File: config.mk
export PLATFORM = sky130hd
export DESIGN_NAME = can_irq_status
export DESIGN_NICKNAME = d
export VERILOG_FILES = /design/src/rtl/can_irq_pkg.sv /design/src/rtl/can_irq_event_detect.sv /design/src/rtl/can_irq_flag_bank.sv /design/src/rtl/can_irq_status.sv
export SDC_FILE = /design/constraint.sdc
export NUM_CORES = 1
export LEC_CHECK = 0
export ABC_AREA = 1
export BUFFER_PORTS_ARGS = -buffer_cell sky130_fd_sc_hd__buf_2
export CAP_MARGIN = 5
export CORE_AREA = 2 2 39 41
export CTS_CLUSTER_SIZE = 28
export DETAILED_ROUTE_END_ITERATION = 6
export DIE_AREA = 0 0 41 43
export GPL_ROUTABILITY_DRIVEN = 0
export GPL_TIMING_DRIVEN = 0
export PLACE_DENSITY_LB_ADDON = 0.1
export RECOVER_POWER = 50
export SETUP_SLACK_MARGIN = 0.4
export SLEW_MARGIN = 20
export SYNTH_ARGS = -nofsm -noshare
export SYNTH_HDL_FRONTEND = slang
export SYNTH_SLANG_ARGS = --single-unit
File: constraint.sdc
create_clock -name clk -period 1.43 [get_ports clk]
set_input_delay 0.2145 -clock clk [delete_from_list [all_inputs] [get_ports clk]]
set_output_delay 0.2145 -clock clk [all_outputs]
set_load 0.01 [all_outputs]
File: src/rtl/can_irq_pkg.sv
package can_irq_pkg;
  localparam int unsigned NUM_SRC = 5;
  localparam int unsigned DATA_W  = 8;

  localparam int unsigned BIT_RX   = 0;
  localparam int unsigned BIT_TX   = 1;
  localparam int unsigned BIT_ERR  = 2;
  localparam int unsigned BIT_OVR  = 3;
  localparam int unsigned BIT_WAKE = 4;

  typedef logic [NUM_SRC-1:0] src_vec_t;
endpackage

File: src/rtl/can_irq_event_detect.sv
module can_irq_event_detect
  import can_irq_pkg::*;
(
  input  logic     clk,
  input  logic     rst_n,
  input  logic     sleep_mode,
  input  logic     err_status,
  input  logic     bus_status,
  input  logic     tx_buf_access,
  input  logic     rx_new_msg,
  input  logic     rx_bufs_full,
  input  logic     rx_accept_first,
  input  logic     rx_en,
  input  logic     tx_en,
  input  logic     err_en,
  input  logic     ovr_en,
  output src_vec_t set_ev
);
  localparam int unsigned HIST_W = 4;

  logic [HIST_W-1:0] hist_q, hist_d;

  always_comb begin
    hist_d = {sleep_mode, err_status, bus_status, tx_buf_access};
  end

  always_ff @(posedge clk or negedge rst_n) begin
    if (!rst_n) hist_q <= '0;
    else        hist_q <= hist_d;
  end

  logic sleep_prev, err_prev, bus_prev, tx_prev;
  assign {sleep_prev, err_prev, bus_prev, tx_prev} = hist_q;

  always_comb begin
    set_ev           = '0;
    set_ev[BIT_RX]   = rx_en & rx_new_msg;
    set_ev[BIT_TX]   = tx_en & tx_buf_access & ~tx_prev;
    set_ev[BIT_ERR]  = err_en & ((err_status ^ err_prev) | (bus_status ^ bus_prev));
    set_ev[BIT_OVR]  = ovr_en & rx_bufs_full & rx_accept_first;
    set_ev[BIT_WAKE] = sleep_prev & ~sleep_mode;
  end


  tx_fall_chk: assert property (@(posedge clk) disable iff (!rst_n)
    $fell(tx_buf_access) |-> !set_ev[BIT_TX]);


  rx_gate_chk: assert property (@(posedge clk) disable iff (!rst_n)
    !rx_en |-> !set_ev[BIT_RX]);
endmodule

File: src/rtl/can_irq_flag_bank.sv
module can_irq_flag_bank
  import can_irq_pkg::*;
(
  input  logic     clk,
  input  logic     rst_n,
  input  logic     clr,
  input  src_vec_t set_ev,
  output src_vec_t flag_q
);
  src_vec_t flag_d;

  for (genvar i = 0; i < NUM_SRC; i++) begin : g_flag
    always_comb begin
      flag_d[i] = (flag_q[i] & ~clr) | set_ev[i];
    end

    always_ff @(posedge clk or negedge rst_n) begin
      if (!rst_n) flag_q[i] <= 1'b0;
      else        flag_q[i] <= flag_d[i];
    end
  end


  clear_chk: assert property (@(posedge clk) disable iff (!rst_n)
    (clr && set_ev == '0) |=> flag_q == '0);


  set_wins_chk: assert property (@(posedge clk) disable iff (!rst_n)
    (set_ev != '0) |=> ((flag_q & $past(set_ev)) == $past(set_ev)));


  hold_chk: assert property (@(posedge clk) disable iff (!rst_n)
    (!clr && set_ev == '0) |=> $stable(flag_q));
endmodule

File: src/rtl/can_irq_status.sv
module can_irq_status
  import can_irq_pkg::*;
#(
  parameter int unsigned ADDR_W   = 4,
  parameter int unsigned REG_ADDR = 3
) (
  input  logic              clk,
  input  logic              rst_n,
  input  logic [ADDR_W-1:0] addr,
  input  logic              rd_en,
  input  logic              wr_en,
  input  logic [DATA_W-1:0] wr_data,
  output logic [DATA_W-1:0] rd_data,
  input  logic              sleep_mode,
  input  logic              err_status,
  input  logic              bus_status,
  input  logic              tx_buf_access,
  input  logic              rx_new_msg,
  input  logic              rx_bufs_full,
  input  logic              rx_accept_first,
  input  logic              rx_en,
  input  logic              tx_en,
  input  logic              err_en,
  input  logic              ovr_en,
  output logic              irq
);
  localparam int unsigned PAD_W = DATA_W - NUM_SRC;
  localparam logic [ADDR_W-1:0] SEL_ADDR = ADDR_W'(REG_ADDR);

  src_vec_t set_ev;
  src_vec_t flag_q;
  logic     rd_hit;
  logic     wr_unused;

  assign rd_hit    = rd_en & (addr == SEL_ADDR);
  assign wr_unused = wr_en ^ (^wr_data);

  can_irq_event_detect u_detect (
    .clk             (clk),
    .rst_n           (rst_n),
    .sleep_mode      (sleep_mode),
    .err_status      (err_status),
    .bus_status      (bus_status),
    .tx_buf_access   (tx_buf_access),
    .rx_new_msg      (rx_new_msg),
    .rx_bufs_full    (rx_bufs_full),
    .rx_accept_first (rx_accept_first),
    .rx_en           (rx_en),
    .tx_en           (tx_en),
    .err_en          (err_en),
    .ovr_en          (ovr_en),
    .set_ev          (set_ev)
  );

  can_irq_flag_bank u_flags (
    .clk    (clk),
    .rst_n  (rst_n),
    .clr    (rd_hit),
    .set_ev (set_ev),
    .flag_q (flag_q)
  );

  always_comb begin
    rd_data = '0;
    if (rd_hit) rd_data = {{PAD_W{1'b0}}, flag_q};
  end

  assign irq = |flag_q;


  reserved_zero_chk: assert property (@(posedge clk) disable iff (!rst_n)
    rd_data[DATA_W-1:NUM_SRC] == '0);


  quiet_read_chk: assert property (@(posedge clk) disable iff (!rst_n)
    (rd_hit && !irq) |-> rd_data == '0);


  idle_bus_chk: assert property (@(posedge clk) disable iff (!rst_n)
    !rd_hit |-> rd_data == '0);
endmodule

==> results of run 1 <==
logic make-up after synthesis:
logic type / after synthesis
flops: 9
buf+inv: 14
simple gates: 32
other cells: 1
final timing paths:
check,start,endpoint,slack (ns)
worst max-delay path,u_flags.flag_q[4],irq,0.17
worst min-delay path,sleep_mode,u_detect.hist_q[3],0.08
max in group asynchronous,rst_n,u_flags.flag_q[0],0.70
worst min register to register,u_detect.hist_q[3],u_flags.flag_q[4],0.45
worst max register to register,u_flags.flag_q[1],u_flags.flag_q[1],0.58
min in group asynchronous,rst_n,u_detect.hist_q[1],0.42
routing by layer:
layer  vias up  track usage [%]  part of all wire (%)
met5         -                0                     0
met4         0             10.0                   1.8
met3         2             1.57                    13
met2        18             16.3                    45
met1       153             13.6                    40
li1        222                -                     -
worst max-delay path: cells and delay by family, from the launching register on:
| family | cells | cell delay, ns |
|---|---|---|
| flip-flops | 1 | 0.40 |
| buffers and inverters | 1 | 0.14 |
| AND/OR/NAND/NOR | 2 | 0.26 |
placed cells by master (no fill, tap or decap), drive strengths merged:
master and count:
buf 25, clkbuf 8, conb 3, dfrtp 9, dlygate4sd3 1, inv 11, nand2 21, nand3 3
nand3b 1, nor2 6, nor3 1
stage by stage:
stage	util [%]	std cells	hold slack, ns	total power, mW	cell area, sq um
CTS	46.2	104	0.0741	0.569	639
floorplan	-	58	-0.0811	0.328	444
detailed placement	41.9	97	0.0736	0.366	579
finish	46.8	105	0.0819	0.572	648
global placement	41.9	97	0.0774	0.364	579
global route	46.8	105	0.0710	0.615	648
power groups by stage:
stage / Clock [mW] / Combinational (mW) / Sequential, mW
after floorplan: 0 / 0.0423 / 0.286
after global placement: 0 / 0.0773 / 0.287
after detailed placement: 0 / 0.0788 / 0.287
after CTS: 0.193 / 0.0924 / 0.283
after global routing: 0.211 / 0.116 / 0.288
final: 0.187 / 0.100 / 0.285
registers in the layout, indices dropped and copies added (netlist names):
signal,flops
u_detect.hist_q,4
u_flags.flag_q,5
timing repair:
item / in CTS / in global routing
endpoints found under the hold margin: 9 / 0
hold buffers: 1 / 0
pin swaps: 4 / 2
resized for setup: 3 / 5
setup endpoints to repair: 6 / 6
buffers inserted: 2 / 1
layout make-up:
class / instances / area, sq um / share of cell area (%)
clock buffer: 4 / 26.3 / 4.05
sequential: 9 / 225 / 34.7
tap: 16 / 20.0 / 3.09
inverter: 11 / 41.3 / 6.37
timing repair buffer: 27 / 150 / 23.2
buffer: 3 / 22.5 / 3.47
multi-input combinational: 35 / 163 / 25.1
==> metrics, run 1 <==
maximum clock rate a little under 0.8 GHz; largest net degree at the start of global routing 11; sequential area share after synthesis 51.6%; vias per cell 3.76; unrepaired setup endpoints after global routing true; Reg power frac 49.9%; Synth cell types 11; Max-Cap Viols 0; HPWL Detailed roughly 600 microns; Die Span X 41 microns; hold crit path type input port to flop; worst path required time 1.22 ns; Post-Synth Adder-Cell Area 0%; Net Sw Frac 24.2%; pre-CTS WS 0.375 ns; # DRC 0; Max clock buf depth 2; warnings from Yosys 0; list of most frequent post-synthesis cells nand2_1 (21), inv_1 (11), dfrtp_1 (9), nor2_1 (5), buf_4 (3); worst vdd rail ir drop a little under 0.5 mV; final worst setup slack 0.167 ns; cells on worst reg2reg path 4; Gate Count Post-Synth 56; total grt overflow 0; total negative slack 0 ns; initial antenna violation count 0; Compound-Gate Fraction of Synth Area 0%; largest family of logic cells by synthesized area simple AND/OR/NAND/NOR gates; P_sw between 0.1 and 0.15 mW; vias in the first global route between 300 and 400; status finished clean; Total Routed Length 779 microns; total core area between 0.001 and 0.0015 sq mm; CP arrival around 1.1 ns; drt pass-1 iters 1; Wirelength per Cell ~7.4 microns; mapped cell area between 400 and 500 sq um; Post-synth ARST share 100%; area delta synth->final 48.4%; ant diodes 0; Clock power frac 32.6%; Final #Nets roughly 120; H-Tree Depth 1; largest cells by area after synthesis dfrtp_1 (52%), nand2_1 (18%), inv_1 (9.5%); XOR/XNOR share of the synthesized area 0%; first-pass GRT wire length 1300 microns; Initial Utilization 31.6%; # port buffers 23; Rows 14; cells along the critical path nor3_2 -> nand3_1 -> buf_2; kind of start point of the critical path flop; Crit Path Max Fanout 3; aggregate global-route resource usage 11.2%; ANT nets after route 0; Yosys top cell area share 51.6%; Die H 43 microns; die area between 0.0015 and 0.002 sq mm; clk sinks 9; Crit Path Class flop to output pin; WHS Path Cells 1; max incr delay on CP 0.40 ns; register bit total from synthesis 9; Avg Synthesized Cell Area 7.80 sq um; CTS buffer count 3; Final Hold Fails 0; CTS Root Cell clkbuf_4; post-synthesis simple-gate area fraction 33.0%; Worst setup EP type output pin; largest area contributor in the netlist dfrtp_1; slowest CP cell dfrtp_1; CTS tree yes; Internal ~0.43 mW; most frequent cell after synthesis nand2_1; Worst-path clk slew roughly 0.060 ns; Tcrit/Tclk final 88.4%; fillcell total 150; Final Max Slew Viols 0; layout cells sized above 1 40.4%; Worst Skew roughly 0.00007 ns; # setup viols final 0; number of synthesized flops with an enable pin 0; Main synth FF type dfrtp_1; pwr dens a little under 900 mW/mm^2; routed vias 395; Gate power share 17.5%; 1st-iter DRT viols 0; mux contribution to synthesized area 0%; io pins 36; fin crit period 1.26 ns; LEAKAGE 0.399 nW; clk_lat worst skew 0.25 ns
Note: power is estimated with default switching activity, not from simulation.
==> run 2, diff against run 1 <==
CTS_BUF_LIST = sky130_fd_sc_hd__clkbuf_8   (was unset)
PLACE_DENSITY = 0.7   (was unset)
PLACE_DENSITY_LB_ADDON = unset   (was 0.1)
==> run 2 against run 1 <==
Net effect:
- hold slack gained 0.031 ns
- die area did not move
- largest cell class unchanged
- first-iteration DRC count rose by 4
- via count grew 5.8%
- core utilization up 2.5 points
- clock-buffer cell count shrank 1
- non-clock buffer count increased by 2
- combinational power hardly changed
- routed wire length is 0.51% lower
==> metrics, run 2 (synthesized netlist as in run 1, its figures left out) <==
status finished clean; LEAKAGE between 0.4 and 0.5 nW; die area 0.00176 sq mm; flop-to-flop setup slack between 0.6 and 0.7 ns; Internal 0.513 mW; pwr dens about 960 mW/mm^2; Final Hold Fails 0; Clock power frac 41.5%; fin crit period 1.27 ns; Reg power frac 43.4%; vias in the first global route 354; Initial Utilization 31.6%; 1st-iter DRT viols 4; io pins 36; clk sinks 9; total core area 0.00138 sq mm; largest net degree at the start of global routing 10; CTS tree yes; kind of start point of the critical path flop; total grt overflow 0; pre-CTS WS ~0.36 ns; ant diodes 0; final core utilization 49.4%; Hold EP u_detect.hist_q[3]; worst vdd rail ir drop 0.683 mV; aggregate global-route resource usage 10.1%; Die Span X between 40 and 50 microns; Cells after DPL 97; ANT nets after route 0; Crit Path Class flop to output pin; Reg-to-Reg End u_flags.flag_q[1]; Rows 14; Tcrit/Tclk final 88.9%; Max-Cap Viols 0; final worst setup slack around 0.16 ns; clk_lat worst skew 0.22 ns; vias per cell 3.91; Gate power share 15.1%; Total Routed Length approximately 780 microns; initial antenna violation count 0; CTS buffer count 3; Net Sw Frac 21.9%; routed vias 418; Worst Skew 0.000916 ns; Non-Filler Instances 107; commonest non-fill, non-tap cells in the layout nand2_1 (21), buf_2 (19), inv_1 (10); unrepaired setup endpoints after global routing true; P_sw 0.144 mW; biggest regs u_flags.flag_q x5, u_detect.hist_q x4; first-pass GRT wire length 1170 microns; reg2reg start u_flags.flag_q[1]; Crit Path Max Fanout 2; # DRC 0; WHS Path Cells 1; top register by number of flip-flops u_flags.flag_q; Fin Hold WS about 0.11 ns; Final Max Slew Viols 0; most common cell after layout, fill and taps aside nand2_1; CP arrival ~1.1 ns; # setup viols final 0; # port buffers 23; CTS Root Cell clkbuf_8; Worst-path clk slew 0.04 ns; total negative slack 0 ns; worst path required time ~1.2 ns; area taken by multi-input logic gates 168 sq um; Die H 43 microns; cells on worst reg2reg path 4; HPWL Detailed 603 microns; H-Tree Depth 1; layout cells sized above 1 39.6%; Wirelength per Cell 7.24 microns; Largest register FFs 5; Worst setup EP type output pin; hold crit path type input port to flop; maximum clock rate 0.787 GHz; Final #Nets 119; Max clock buf depth 2; area delta synth->final 56.4%; drt pass-1 iters 3; fillcell total 144; Register Area 225 sq um; Min-Delay Startpoint sleep_mode
run 2: metal layers:
layer / GRT usage (%) / vias up / part of all wire [%]
li1: - / 224 / -
met1: 11.9 / 176 / 42
met2: 15.3 / 18 / 47
met3: 3.14 / 0 / 11
met4: 6.00 / 0 / 0
met5: 0 / - / 0
run 2: area by class of cell:
cell class | instances | share of cell area, %
Multi-Input combinational cell | 35 | 24.5
Timing Repair Buffer | 29 | 23.6
Sequential cell | 9 | 33.0
Inverter | 11 | 6.04
Clock inverter | 1 | 0.549
Buffer | 3 | 3.30
Tap cell | 16 | 2.93
Clock buffer | 3 | 6.04
run 2: worst max-delay path: stages, from the launching register on:
cell and delay [ns]:
dfrtp_1 0.38, buf_4 0.14, buf_6 0.10, inv_1 0.04, nor2_1 0.03, buf_2 0.13
run 2: power groups by stage:
stage	logic (mW)	clock network, mW	registers [mW]
6_report	0.0993	0.272	0.285
5_1_grt	0.114	0.296	0.287
4_1_cts	0.0889	0.280	0.284
3_5_place_dp	0.0787	0	0.287
3_3_place_gp	0.0769	0	0.287
2_1_floorplan	0.0423	0	0.286
run 2: per-stage QoR:
stage          power, mW  area, sq um
3_5_place_dp       0.366          579
5_1_grt            0.698          683
2_1_floorplan      0.328          444
4_1_cts            0.653          654
3_3_place_gp       0.364          579
6_report           0.657          683
run 2: worst max path at each step:
stage / from / slack (ns) / cells past startpoint / endpoint
2_1_floorplan: u_flags.flag_q[1] / 0.55 / 2 / irq
3_3_place_gp: addr[3] / 0.38 / 5 / rd_data[2]
3_5_place_dp: addr[3] / 0.36 / 5 / rd_data[2]
4_1_cts: u_flags.flag_q[1] / 0.20 / 3 / irq
5_1_grt: u_flags.flag_q[1] / 0.12 / 5 / rd_data[1]
6_report: u_flags.flag_q[1] / 0.16 / 5 / rd_data[1]
run 2: what timing repair did:
item	CTS	global route
setup endpoints to repair	6	6
buffers inserted	2	3
pin swaps	5	2
gates resized for setup	1	5
endpoints found under the hold margin	9	0
hold buffers	1	0
